`src/rtl/dspi_mon_pkg.sv`:
```
package dspi_mon_pkg;

  // Recognised display opcode set
  function automatic logic opcode_known(input logic [7:0] op);
    case (op)
      8'h00, 8'h01, 8'h04, 8'h09,
      8'h10, 8'h11, 8'h12, 8'h13,
      8'h20, 8'h21, 8'h28, 8'h29, 8'h2A, 8'h2B, 8'h2C, 8'h2E,
      8'h30, 8'h36, 8'h3A,
      8'hB1, 8'hB2, 8'hB3, 8'hB4, 8'hB6,
      8'hC0, 8'hC1, 8'hC2, 8'hC3, 8'hC4, 8'hC5,
      8'hDA, 8'hDB, 8'hDC, 8'hDD,
      8'hE0, 8'hE1, 8'hFC:   opcode_known = 1'b1;
      default:               opcode_known = 1'b0;
    endcase
  endfunction

endpackage

```
`src/rtl/dspi_sync.sv`:
```
module dspi_sync #(
  parameter int          W       = 4,
  parameter int          STAGES  = 2,
  parameter logic [W-1:0] RST_VAL = '0
) (
  input  logic         clk,
  input  logic         rst_n,
  input  logic [W-1:0] d,
  output logic [W-1:0] q
);
  logic [W-1:0] pipe_q [STAGES];

  generate
    for (genvar s = 0; s < STAGES; s++) begin : g_stage
      if (s == 0) begin : g_first
        always_ff @(posedge clk or negedge rst_n) begin
          if (!rst_n) pipe_q[s] <= RST_VAL;
          else        pipe_q[s] <= d;
        end
      end else begin : g_next
        always_ff @(posedge clk or negedge rst_n) begin
          if (!rst_n) pipe_q[s] <= RST_VAL;
          else        pipe_q[s] <= pipe_q[s-1];
        end
      end
    end
  endgenerate

  assign q = pipe_q[STAGES-1];
endmodule

```
`src/rtl/dspi_deser.sv`:
```
module dspi_deser #(
  parameter int DW = 8
) (
  input  logic          clk,
  input  logic          rst_n,
  input  logic          cs_n,
  input  logic          sck,
  input  logic          sdi,
  input  logic          dc,
  output logic          byte_stb,
  output logic [DW-1:0] byte_data,
  output logic          byte_prm
);
  localparam int BCW = $clog2(DW);

  logic          sck_q, sck_n;
  logic          bit_q, bit_n;
  logic          have_q, have_n;
  logic [BCW-1:0] cnt_q, cnt_n;
  logic [DW-1:0] sh_q, sh_n;
  logic          stb_q, stb_n;
  logic [DW-1:0] data_q, data_n;
  logic          prm_q, prm_n;
  logic          rise, fall;
  logic [DW-1:0] shifted;

  assign rise    = sck & ~sck_q;
  assign fall    = ~sck & sck_q;
  assign shifted = {sh_q[DW-2:0], bit_q};

  always_comb begin
    sck_n  = sck;
    bit_n  = bit_q;
    have_n = have_q;
    cnt_n  = cnt_q;
    sh_n   = sh_q;
    stb_n  = 1'b0;
    data_n = data_q;
    prm_n  = prm_q;
    if (cs_n) begin
      cnt_n  = '0;
      sh_n   = '0;
      have_n = 1'b0;
    end else if (rise) begin
      bit_n  = sdi;
      have_n = 1'b1;
    end else if (fall && have_q) begin
      have_n = 1'b0;
      if (cnt_q == BCW'(DW-1)) begin
        cnt_n  = '0;
        sh_n   = '0;
        stb_n  = 1'b1;
        data_n = shifted;
        prm_n  = dc;
      end else begin
        cnt_n  = cnt_q + 1'b1;
        sh_n   = shifted;
      end
    end
  end

  always_ff @(posedge clk or negedge rst_n) begin
    if (!rst_n) begin
      sck_q  <= 1'b0;
      bit_q  <= 1'b0;
      have_q <= 1'b0;
      cnt_q  <= '0;
      sh_q   <= '0;
      stb_q  <= 1'b0;
      data_q <= '0;
      prm_q  <= 1'b0;
    end else begin
      sck_q  <= sck_n;
      bit_q  <= bit_n;
      have_q <= have_n;
      cnt_q  <= cnt_n;
      sh_q   <= sh_n;
      stb_q  <= stb_n;
      data_q <= data_n;
      prm_q  <= prm_n;
    end
  end

  assign byte_stb  = stb_q;
  assign byte_data = data_q;
  assign byte_prm  = prm_q;


  cs_clears_chk: assert property (@(posedge clk) disable iff (!rst_n)
    cs_n |=> (cnt_q == '0 && !have_q));


  stb_single_chk: assert property (@(posedge clk) disable iff (!rst_n)
    stb_q |=> !stb_q);


  shift_needs_bit_chk: assert property (@(posedge clk) disable iff (!rst_n)
    (!cs_n && !have_q && !rise) |=> $stable(cnt_q));
endmodule

```
`src/rtl/dspi_grouper.sv`:
```
module dspi_grouper #(
  parameter int DW      = 8,
  parameter int MAX_PRM = 128
) (
  input  logic                        clk,
  input  logic                        rst_n,
  input  logic                        byte_stb,
  input  logic [DW-1:0]               byte_data,
  input  logic                        byte_prm,
  input  logic                        txn_ready,
  input  logic [$clog2(MAX_PRM)-1:0]  prm_idx,
  output logic                        txn_valid,
  output logic [DW-1:0]               txn_opcode,
  output logic                        txn_known,
  output logic [$clog2(MAX_PRM+1)-1:0] txn_count,
  output logic                        txn_trunc,
  output logic                        ovf_sticky,
  output logic [DW-1:0]               prm_data
);
  import dspi_mon_pkg::*;

  localparam int IDXW = $clog2(MAX_PRM);
  localparam int CNTW = $clog2(MAX_PRM+1);

  logic            have_q, have_n;
  logic            bank_q, bank_n;
  logic [DW-1:0]   op_q, op_n;
  logic [CNTW-1:0] cnt_q, cnt_n;
  logic            trunc_q, trunc_n;
  logic            ov_q, ov_n;
  logic [DW-1:0]   oop_q, oop_n;
  logic            oknown_q, oknown_n;
  logic [CNTW-1:0] ocnt_q, ocnt_n;
  logic            otrunc_q, otrunc_n;
  logic            obank_q, obank_n;
  logic            ovf_q, ovf_n;
  logic            cmd_stb, prm_stb, room, wr_en;

  logic [DW-1:0]   mem [2*MAX_PRM];

  assign cmd_stb = byte_stb & ~byte_prm;
  assign prm_stb = byte_stb & byte_prm & have_q;
  assign room    = cnt_q < CNTW'(MAX_PRM);
  assign wr_en   = prm_stb & room;

  always_comb begin
    have_n   = have_q;
    bank_n   = bank_q;
    op_n     = op_q;
    cnt_n    = cnt_q;
    trunc_n  = trunc_q;
    ov_n     = ov_q;
    oop_n    = oop_q;
    oknown_n = oknown_q;
    ocnt_n   = ocnt_q;
    otrunc_n = otrunc_q;
    obank_n  = obank_q;
    ovf_n    = ovf_q;
    if (ov_q && txn_ready) ov_n = 1'b0;
    if (prm_stb) begin
      if (room) cnt_n   = cnt_q + 1'b1;
      else      trunc_n = 1'b1;
    end
    if (cmd_stb) begin
      if (have_q) begin
        ov_n     = 1'b1;
        oop_n    = op_q;
        oknown_n = opcode_known(op_q);
        ocnt_n   = cnt_q;
        otrunc_n = trunc_q;
        obank_n  = bank_q;
        if (ov_q && !txn_ready) ovf_n = 1'b1;
      end
      have_n  = 1'b1;
      bank_n  = ~bank_q;
      op_n    = byte_data;
      cnt_n   = '0;
      trunc_n = 1'b0;
    end
  end

  always_ff @(posedge clk or negedge rst_n) begin
    if (!rst_n) begin
      have_q   <= 1'b0;
      bank_q   <= 1'b0;
      op_q     <= '0;
      cnt_q    <= '0;
      trunc_q  <= 1'b0;
      ov_q     <= 1'b0;
      oop_q    <= '0;
      oknown_q <= 1'b0;
      ocnt_q   <= '0;
      otrunc_q <= 1'b0;
      obank_q  <= 1'b0;
      ovf_q    <= 1'b0;
    end else begin
      have_q   <= have_n;
      bank_q   <= bank_n;
      op_q     <= op_n;
      cnt_q    <= cnt_n;
      trunc_q  <= trunc_n;
      ov_q     <= ov_n;
      oop_q    <= oop_n;
      oknown_q <= oknown_n;
      ocnt_q   <= ocnt_n;
      otrunc_q <= otrunc_n;
      obank_q  <= obank_n;
      ovf_q    <= ovf_n;
    end
  end

  always_ff @(posedge clk) begin
    if (wr_en) mem[{bank_q, cnt_q[IDXW-1:0]}] <= byte_data;
  end

  assign prm_data   = mem[{obank_q, prm_idx}];
  assign txn_valid  = ov_q;
  assign txn_opcode = oop_q;
  assign txn_known  = oknown_q;
  assign txn_count  = ocnt_q;
  assign txn_trunc  = otrunc_q;
  assign ovf_sticky = ovf_q;


  cap_chk: assert property (@(posedge clk) disable iff (!rst_n)
    cnt_q <= CNTW'(MAX_PRM));


  hold_valid_chk: assert property (@(posedge clk) disable iff (!rst_n)
    (ov_q && !txn_ready) |=> ov_q);


  report_on_cmd_chk: assert property (@(posedge clk) disable iff (!rst_n)
    $rose(ov_q) |-> $past(cmd_stb));


  ovf_sticky_chk: assert property (@(posedge clk) disable iff (!rst_n)
    ovf_q |=> ovf_q);


  no_report_before_cmd_chk: assert property (@(posedge clk) disable iff (!rst_n)
    !have_q |-> !ov_q);


  bank_apart_chk: assert property (@(posedge clk) disable iff (!rst_n)
    (have_q && ov_q) |-> (bank_q != obank_q));
endmodule

```
`src/rtl/dspi_cmd_monitor.sv`:
```
module dspi_cmd_monitor #(
  parameter int DW          = 8,
  parameter int MAX_PRM     = 128,
  parameter int SYNC_STAGES = 2
) (
  input  logic                         clk,
  input  logic                         rst_n,
  input  logic                         ser_cs_n,
  input  logic                         ser_sck,
  input  logic                         ser_sdi,
  input  logic                         ser_dc,
  output logic                         txn_valid,
  input  logic                         txn_ready,
  output logic [DW-1:0]                txn_opcode,
  output logic                         txn_known,
  output logic [$clog2(MAX_PRM+1)-1:0] txn_count,
  output logic                         txn_trunc,
  output logic                         ovf_sticky,
  input  logic [$clog2(MAX_PRM)-1:0]   prm_idx,
  output logic [DW-1:0]                prm_data
);
  logic       rst_meta, rst_sync;
  logic [3:0] raw, synced;
  logic       b_stb, b_prm;
  logic [DW-1:0] b_data;

  always_ff @(posedge clk or negedge rst_n) begin
    if (!rst_n) begin
      rst_meta <= 1'b0;
      rst_sync <= 1'b0;
    end else begin
      rst_meta <= 1'b1;
      rst_sync <= rst_meta;
    end
  end

  assign raw = {ser_cs_n, ser_sck, ser_sdi, ser_dc};

  dspi_sync #(.W(4), .STAGES(SYNC_STAGES), .RST_VAL(4'b1000)) u_sync (
    .clk(clk), .rst_n(rst_sync), .d(raw), .q(synced)
  );

  dspi_deser #(.DW(DW)) u_deser (
    .clk(clk), .rst_n(rst_sync),
    .cs_n(synced[3]), .sck(synced[2]), .sdi(synced[1]), .dc(synced[0]),
    .byte_stb(b_stb), .byte_data(b_data), .byte_prm(b_prm)
  );

  dspi_grouper #(.DW(DW), .MAX_PRM(MAX_PRM)) u_group (
    .clk(clk), .rst_n(rst_sync),
    .byte_stb(b_stb), .byte_data(b_data), .byte_prm(b_prm),
    .txn_ready(txn_ready), .prm_idx(prm_idx),
    .txn_valid(txn_valid), .txn_opcode(txn_opcode), .txn_known(txn_known),
    .txn_count(txn_count), .txn_trunc(txn_trunc), .ovf_sticky(ovf_sticky),
    .prm_data(prm_data)
  );
endmodule

```
`config.mk`:
```
export PLATFORM = sky130hd
export DESIGN_NAME = dspi_cmd_monitor
export DESIGN_NICKNAME = d
export VERILOG_FILES = /design/src/rtl/dspi_mon_pkg.sv /design/src/rtl/dspi_sync.sv /design/src/rtl/dspi_deser.sv /design/src/rtl/dspi_grouper.sv /design/src/rtl/dspi_cmd_monitor.sv
export SDC_FILE = /design/constraint.sdc
export NUM_CORES = 2
export LEC_CHECK = 0
export BUFFER_PORTS_ARGS = -buffer_cell sky130_fd_sc_hd__buf_2
export CORE_MARGIN = 1
export CORE_UTILIZATION = 35
export DETAILED_ROUTE_END_ITERATION = 6
export HOLD_SLACK_MARGIN = 0.15
export REMOVE_ABC_BUFFERS = 1
export SYNTH_ARGS = -nofsm -noshare
export SYNTH_HDL_FRONTEND = slang
export SYNTH_SLANG_ARGS = --single-unit
```
`constraint.sdc`:
```
create_clock -name clk -period 5.3 [get_ports clk]
set_input_delay 1.59 -clock clk [delete_from_list [all_inputs] [get_ports clk]]
set_output_delay 1.59 -clock clk [all_outputs]
set_load 0.005 [all_outputs]
```
After elaboration in Yosys (flattened, before gate mapping) --
Memory sizes are Yosys's and may differ from the RTL's. Cells that the tools add are included.
Word-level totals: bits in registers 73, memory bits (writable) 2048, output and inout bits 28, logic and storage cells 123, memories kept 1
Operators by class: $add $sub $neg 2, magnitude comparators 1, eq/ne operators 39, multiplexer cells 27, bitwise logic cells 12, reductions and logical operators 17
Memory list:
- u_group.mem | words 256, bits a word 8, read ports 1, clocked after Yosys merged registers in 0, write ports 1, line dspi_grouper.sv:39 | logic [DW-1:0] mem [2*MAX_PRM];
Operators with widths (count):
- $eq A8 B8 Y1 const B | 18
- $eq A8 B6 Y1 const B | 11
- $reduce_or A37 Y1 | 1
- $eq A8 B5 Y1 const B | 4
- $mux W7 | 4
- $mux W8 | 3
- $mux W1 | 16
- $mux W3 | 4
- $reduce_and A2 Y1 | 5
- $add A8 B1 Y8 const B | 1
- $eq A8 B1 Y1 const B | 1
- $eq A8 B3 Y1 const B | 1
- $eq A8 B4 Y1 const B | 1
- $logic_not A8 Y1 | 1
- $lt A8 B8 Y1 const B | 1
- $and A1 B1 Y1 | 6
- $not A1 Y1 | 6
- $reduce_bool A2 Y1 | 3
- $reduce_and A4 Y1 | 1
- $add A3 B1 Y3 const B | 1
- $eq A3 B3 Y1 const B | 1
- $logic_and A1 B1 Y1 | 3
- $reduce_and A3 Y1 | 1
- $reduce_bool A3 Y1 | 1
- 3 further kinds | 3

Depth between registers and ports, before layout --
word-level depth 6, depth in mapped cells 11, depth with buffers taken out 6

Hierarchy --
From an unflattened synthesis, not the netlist that was laid out.
Unflattened totals: cell total of the unflattened synthesis 3905, area, all modules 82377.8 um2
Modules (own cells, without submodules):
- dspi_grouper | times used 1, cells each 3830, area each 81157.8 um2, sequential area each 62499.9 um2
- dspi_deser | times used 1, cells each 60, area each 933.4 um2, sequential area each 575.6 um2
- dspi_sync | times used 1, cells each 12, area each 232.7 um2, sequential area each 202.7 um2
- dspi_cmd_monitor | times used 1, cells each 3, area each 53.8 um2, sequential area each 50.0 um2

Least setup slack after synthesis --
No wires, ideal clock.
path type input port to output port, start in prm_idx[0], end out prm_data[6], data arrival time 3.261 ns, slack 0.449 ns, stages on the path 9, path buffers 4, cells stage by stage buf_6 > buf_12 > buf_6 > buf_6 > mux4_2 > a221oi_2 > o22ai_1 > nor3_1 > nor4_2
Between the ends: longest elaborated chain between the ends 1
RTL lines:
- from (decl) | line dspi_cmd_monitor.sv:19 | input logic [$clog2(MAX_PRM)-1:0] prm_idx,
- $mem_v2 Z256 W8
- to (decl) | line dspi_cmd_monitor.sv:20 | output logic [DW-1:0] prm_data
Every way passes these cells.

Worst setup path in the final report --
start in prm_idx[0], end out prm_data[7]
The elaborated chain is that of the path after synthesis.

==> reports/qor_table.md <==
| Group | Result | Value |
|---|---|---|
| status | Run status | finished, violations left |
| status | Violations in the final reports | setup timing |
| timing | Final Hold Viols | 0 |
| critical path | Flop-to-flop setup slack | 1.77 ns |
| timing | Setup TNS | -2.81 ns |
| timing | Slew headroom | 15.5% |
| layout | Multi-input logic area | 18600 µm² |
| grt | Via count of the first global-routing pass | 42300 |
| power | Power share of the sequential group | 53.6% |
| power | Internal power | 26.8 mW |
| grt | Antenna violations before repair | 5 |
| detailed routing | Routed length per instance | 26.9 µm |
| die | DIE HEIGHT | 486 µm |
| timing | Share of the cycle needed by the critical path after routing | 108% |
| layout | Post-layout utilization of the core | 42.3% |
| place | Cell area after placement | 89000 µm² |
| layout | Proportion of layout cells with a drive suffix above 1 | 33.1% |
| die | Count of boundary I/O pins | 42 |
| cts | Maximum clock path buffer count | 3 |
| die | Core Box Area | 233000 µm² |
| place | Total instance count after detailed placement | 7321 |
| timing | Worst clock skew | 0.0457 ns |
| detailed routing | Total via count in the routed design | 41700 |
| detailed routing | Post-Route M1 WL | 89600 µm |
| power | Total Power Consumption | 33.8 mW |
| power | Power spent charging and discharging nets | 7.00 mW |
| cts | Cell chosen for the clock root | sky130_fd_sc_hd__clkbuf_16 |
| power | Part of the total power dissipated in the clock network | 42.9% |
| detailed routing | Remaining antenna violation count | 0 |
| run | Max-capacitance violation count | 0 |
| detailed routing | Sum of met2 wire segment lengths after detailed routing | 101000 µm |
| logic synthesis | Yosys synthesis warning count | 0 |
| critical path | Worst endpoint data arrival time | 4.11 ns |
| layout | Cell area after layout | 98400 µm² |
| timing | Number of setup violations in the final report | 8 |
| layout | Layout Cells excl Fill | 7792 |
| timing | Final Hold Slack | 0.346 ns |
| detailed routing | Drt drc | 0 |
| logic synthesis | FF+latch count, synth | 2121 |
| layout | Register area | 63400 µm² |
| logic synthesis | Area fraction of the dominant cell type after synthesis | 75.0% |
| logic synthesis | Most numerous cell types in the synthesized netlist | sky130_fd_sc_hd__edfxtp_1, sky130_fd_sc_hd__mux4_2, sky130_fd_sc_hd__nor2_1 |
| cts | Clock sink count | 2121 |
| logic synthesis | Number of enable-type register cells in the synthesized netlist | 2048 |
| place | Number of buffers inserted by port buffering | 41 |
| layout | Area growth from synthesis to layout | 20.0% |
| cts | Clk pin slew, worst setup/hold paths | 0.05 ns |
| power | Logic gate share of total power | 3.5% |
| detailed routing | Via count normalized by instance count | 5.35 |
| cts | Worst-skew pair later-pin latency | 0.87 ns |
| logic synthesis | Area leader, netlist | sky130_fd_sc_hd__edfxtp_1 |
| logic synthesis | Post-Synthesis Cells | 3958 |
| logic synthesis | Cell area after technology mapping | 82000 µm² |
| cts | Hold-fix buffer count after cts | 0 |
| place | Detailed placer's ending HPWL | 130000 µm |
| die | Die outline area | 236000 µm² |
| timing | Worst-Margin Slew | 1.27 ns |
| detailed routing | Pre-antenna DRT Iters | 5 |
| logic synthesis | Synth Area per Inst | 20.7 µm² |
| hold path | Worst min-delay path class | flop to flop |
| layout | Post-layout nets | 4502 |
| logic synthesis | Fraction of registers with async set/reset | 3.44% |
| place | Post-place setup slack | -1.22 ns |
| cts | Clock tree from TritonCTS | done |
| power | Static Leakage | 32.7 nW |
| critical path | Required time of the critical path | 3.71 ns |
| logic synthesis | Leading post-synthesis cells by cell area | sky130_fd_sc_hd__edfxtp_1, sky130_fd_sc_hd__mux4_2, sky130_fd_sc_hd__dfrtp_1 |
| logic synthesis | Post-synth top flop | sky130_fd_sc_hd__edfxtp_1 |
| logic synthesis | Part of the Yosys area used for sequential elements | 77.3% |
| detailed routing | Topmost layer with routed signal wires | met4 |
| grt | Overflow after GRT | 0 |
| timing | Highest clock rate | 175 MHz |
| critical path | Worst setup EP type | primary output |
| timing | Setup repair after global routing missed its margin | yes |
| place | Routability congestion estimate from global placement | 0.835 |
| logic synthesis | Unique masters post-synth | 63 |
| die | Starting Density | 35.2% |
| power | Switching part of the total power | 20.7% |
| die | Chip Width | 486 µm |
| grt | GRT Util Overall | 17.6% |
| critical path | Kind of critical path | primary input to primary output |
| timing | Min Tclk post-route | 5.70 ns |
| cts | Inserted Clock Buffers | 213 |
| die | # rows | 177 |
| timing | Minimum setup slack in the final design | -0.402 ns |
| timing | Total count of max-transition violations in the final report | 0 |
| critical path | Sort of element at the start of the critical path | primary input |
| detailed routing | DR iter-0 viols | 4122 |
| detailed routing | Sum of met3 wire segment lengths after detailed routing | 13300 µm |
| grt | Wire length of the first global-routing pass | 302000 µm |
| cts | CTS H-Tree Depth | 4 |
| critical path | Largest driver fanout on the critical path | 7 |
| power | Power per cell area | 344 nW/µm² |
| grt | Largest net degree at the start of global routing | 184 |
| detailed routing | Total routed wirelength | 210000 µm |
| layout | Fillcell total | 20000 |
| power | Worst vdd ir | 0.387 mV |
| logic synthesis | Most numerous cell in the Yosys netlist | sky130_fd_sc_hd__edfxtp_1 |
per-layer routing:
layer  up-vias  track usage (%)
li1      17600                -
met1     22300             24.5
met2      1458             28.3
met3       282             2.90
met4         0             5.10
met5         -                0
worst max-delay path, stage by stage:
cell and delay (ns):
sky130_fd_sc_hd__buf_16 0.13, sky130_fd_sc_hd__buf_16 0.18, sky130_fd_sc_hd__buf_12 0.17, sky130_fd_sc_hd__buf_12 0.14, sky130_fd_sc_hd__buf_12 0.13, sky130_fd_sc_hd__mux4_2 0.32
sky130_fd_sc_hd__a22oi_1 0.08, sky130_fd_sc_hd__buf_4 0.16, sky130_fd_sc_hd__a21oi_4 0.27, sky130_fd_sc_hd__nor4_4 0.09, sky130_fd_sc_hd__buf_4 0.16, sky130_fd_sc_hd__nor4_4 0.40
sky130_fd_sc_hd__buf_2 0.19
worst paths after layout:
kind                                       start                   end  cells past startpoint
worst max-delay path                  prm_idx[0]           prm_data[7]                     13
worst min register to register  u_sync.pipe_q[6]           u_sync.q[2]                      0
worst min-delay path            u_sync.pipe_q[6]           u_sync.q[2]                      0
min in group asynchronous                  rst_n              rst_sync                      1
max in group asynchronous               rst_sync  u_deser.byte_data[3]                      1
worst max register to register  u_group.cnt_q[7]   u_group.mem[148][5]                      4
kinds of logic after synthesis:
logic type	share of synthesized area, %
buffers and inverters	1.83
multiplexers	14.2
other	0.00458
adder cells (fa/ha/maj)	0.104
AND/OR/NAND/NOR	2.55
flip-flops	77.3
XOR/XNOR	0.0641
AO/OA/AOI/OAI	3.99
layout by cell type, fill, tap and decap left out, types with 14 or more instances in the layout:
cell and instances:
sky130_fd_sc_hd__nand2_1 63, sky130_fd_sc_hd__clkinv_2 34, sky130_fd_sc_hd__mux4_2 427, sky130_fd_sc_hd__mux2_2 46, sky130_fd_sc_hd__a22oi_2 63, sky130_fd_sc_hd__clkbuf_1 50, sky130_fd_sc_hd__o22ai_1 26, sky130_fd_sc_hd__buf_12 80
sky130_fd_sc_hd__buf_16 21, sky130_fd_sc_hd__a21oi_1 80, sky130_fd_sc_hd__o21ai_0 27, sky130_fd_sc_hd__clkbuf_16 217, sky130_fd_sc_hd__a21oi_2 35, sky130_fd_sc_hd__buf_4 373, sky130_fd_sc_hd__a22o_1 15, sky130_fd_sc_hd__clkinv_1 52
sky130_fd_sc_hd__edfxtp_1 2048, sky130_fd_sc_hd__a22oi_1 104, sky130_fd_sc_hd__o221ai_1 35, sky130_fd_sc_hd__buf_2 37, sky130_fd_sc_hd__mux2i_1 150, sky130_fd_sc_hd__nor4_4 24, sky130_fd_sc_hd__nor2_1 281, sky130_fd_sc_hd__a221oi_1 14
sky130_fd_sc_hd__buf_6 28, sky130_fd_sc_hd__dfrtp_1 62
power groups by stage:
stage	sequential, mW	combinational [mW]	clock (mW)
after global placement	18.5	0.994	0
after detailed placement	18.5	0.997	0
after global routing	18.1	1.25	15.4
final	18.1	1.20	14.5
after floorplan	18.5	0.298	0
after CTS	18.1	1.15	14.7
cell type report:
type / count / area share [%]
Sequential cell: 2121 / 64.4
Multi-Input combinational cell: 1587 / 18.9
Timing Repair Buffer: 552 / 5.85
Clock buffer: 268 / 5.69
Tap cell: 3132 / 3.98
Clock inverter: 124 / 1.16
Inverter: 7 / 0.0267
Antenna cell: 1 / 0.00254
sequential cells by signal, indices dropped and copies added (netlist names), 3 cells and up:
signal	count
u_group.cnt_q	8
u_group.txn_count	8
u_group.op_q	8
u_deser.sh_q	7
u_group.mem	2048
u_sync.q	4
u_group.txn_opcode	8
u_deser.byte_data	8
u_sync.pipe_q	4
u_deser.cnt_q	3
timing repair:
item                                    in CTS  in global routing
endpoints found under the setup margin       8                  8
pin swaps                                   73                 31
cloned                                       9                  4
setup buffers                               42                 33
gates resized for setup                    268                 65
Power figures use the tool's default switching activity.
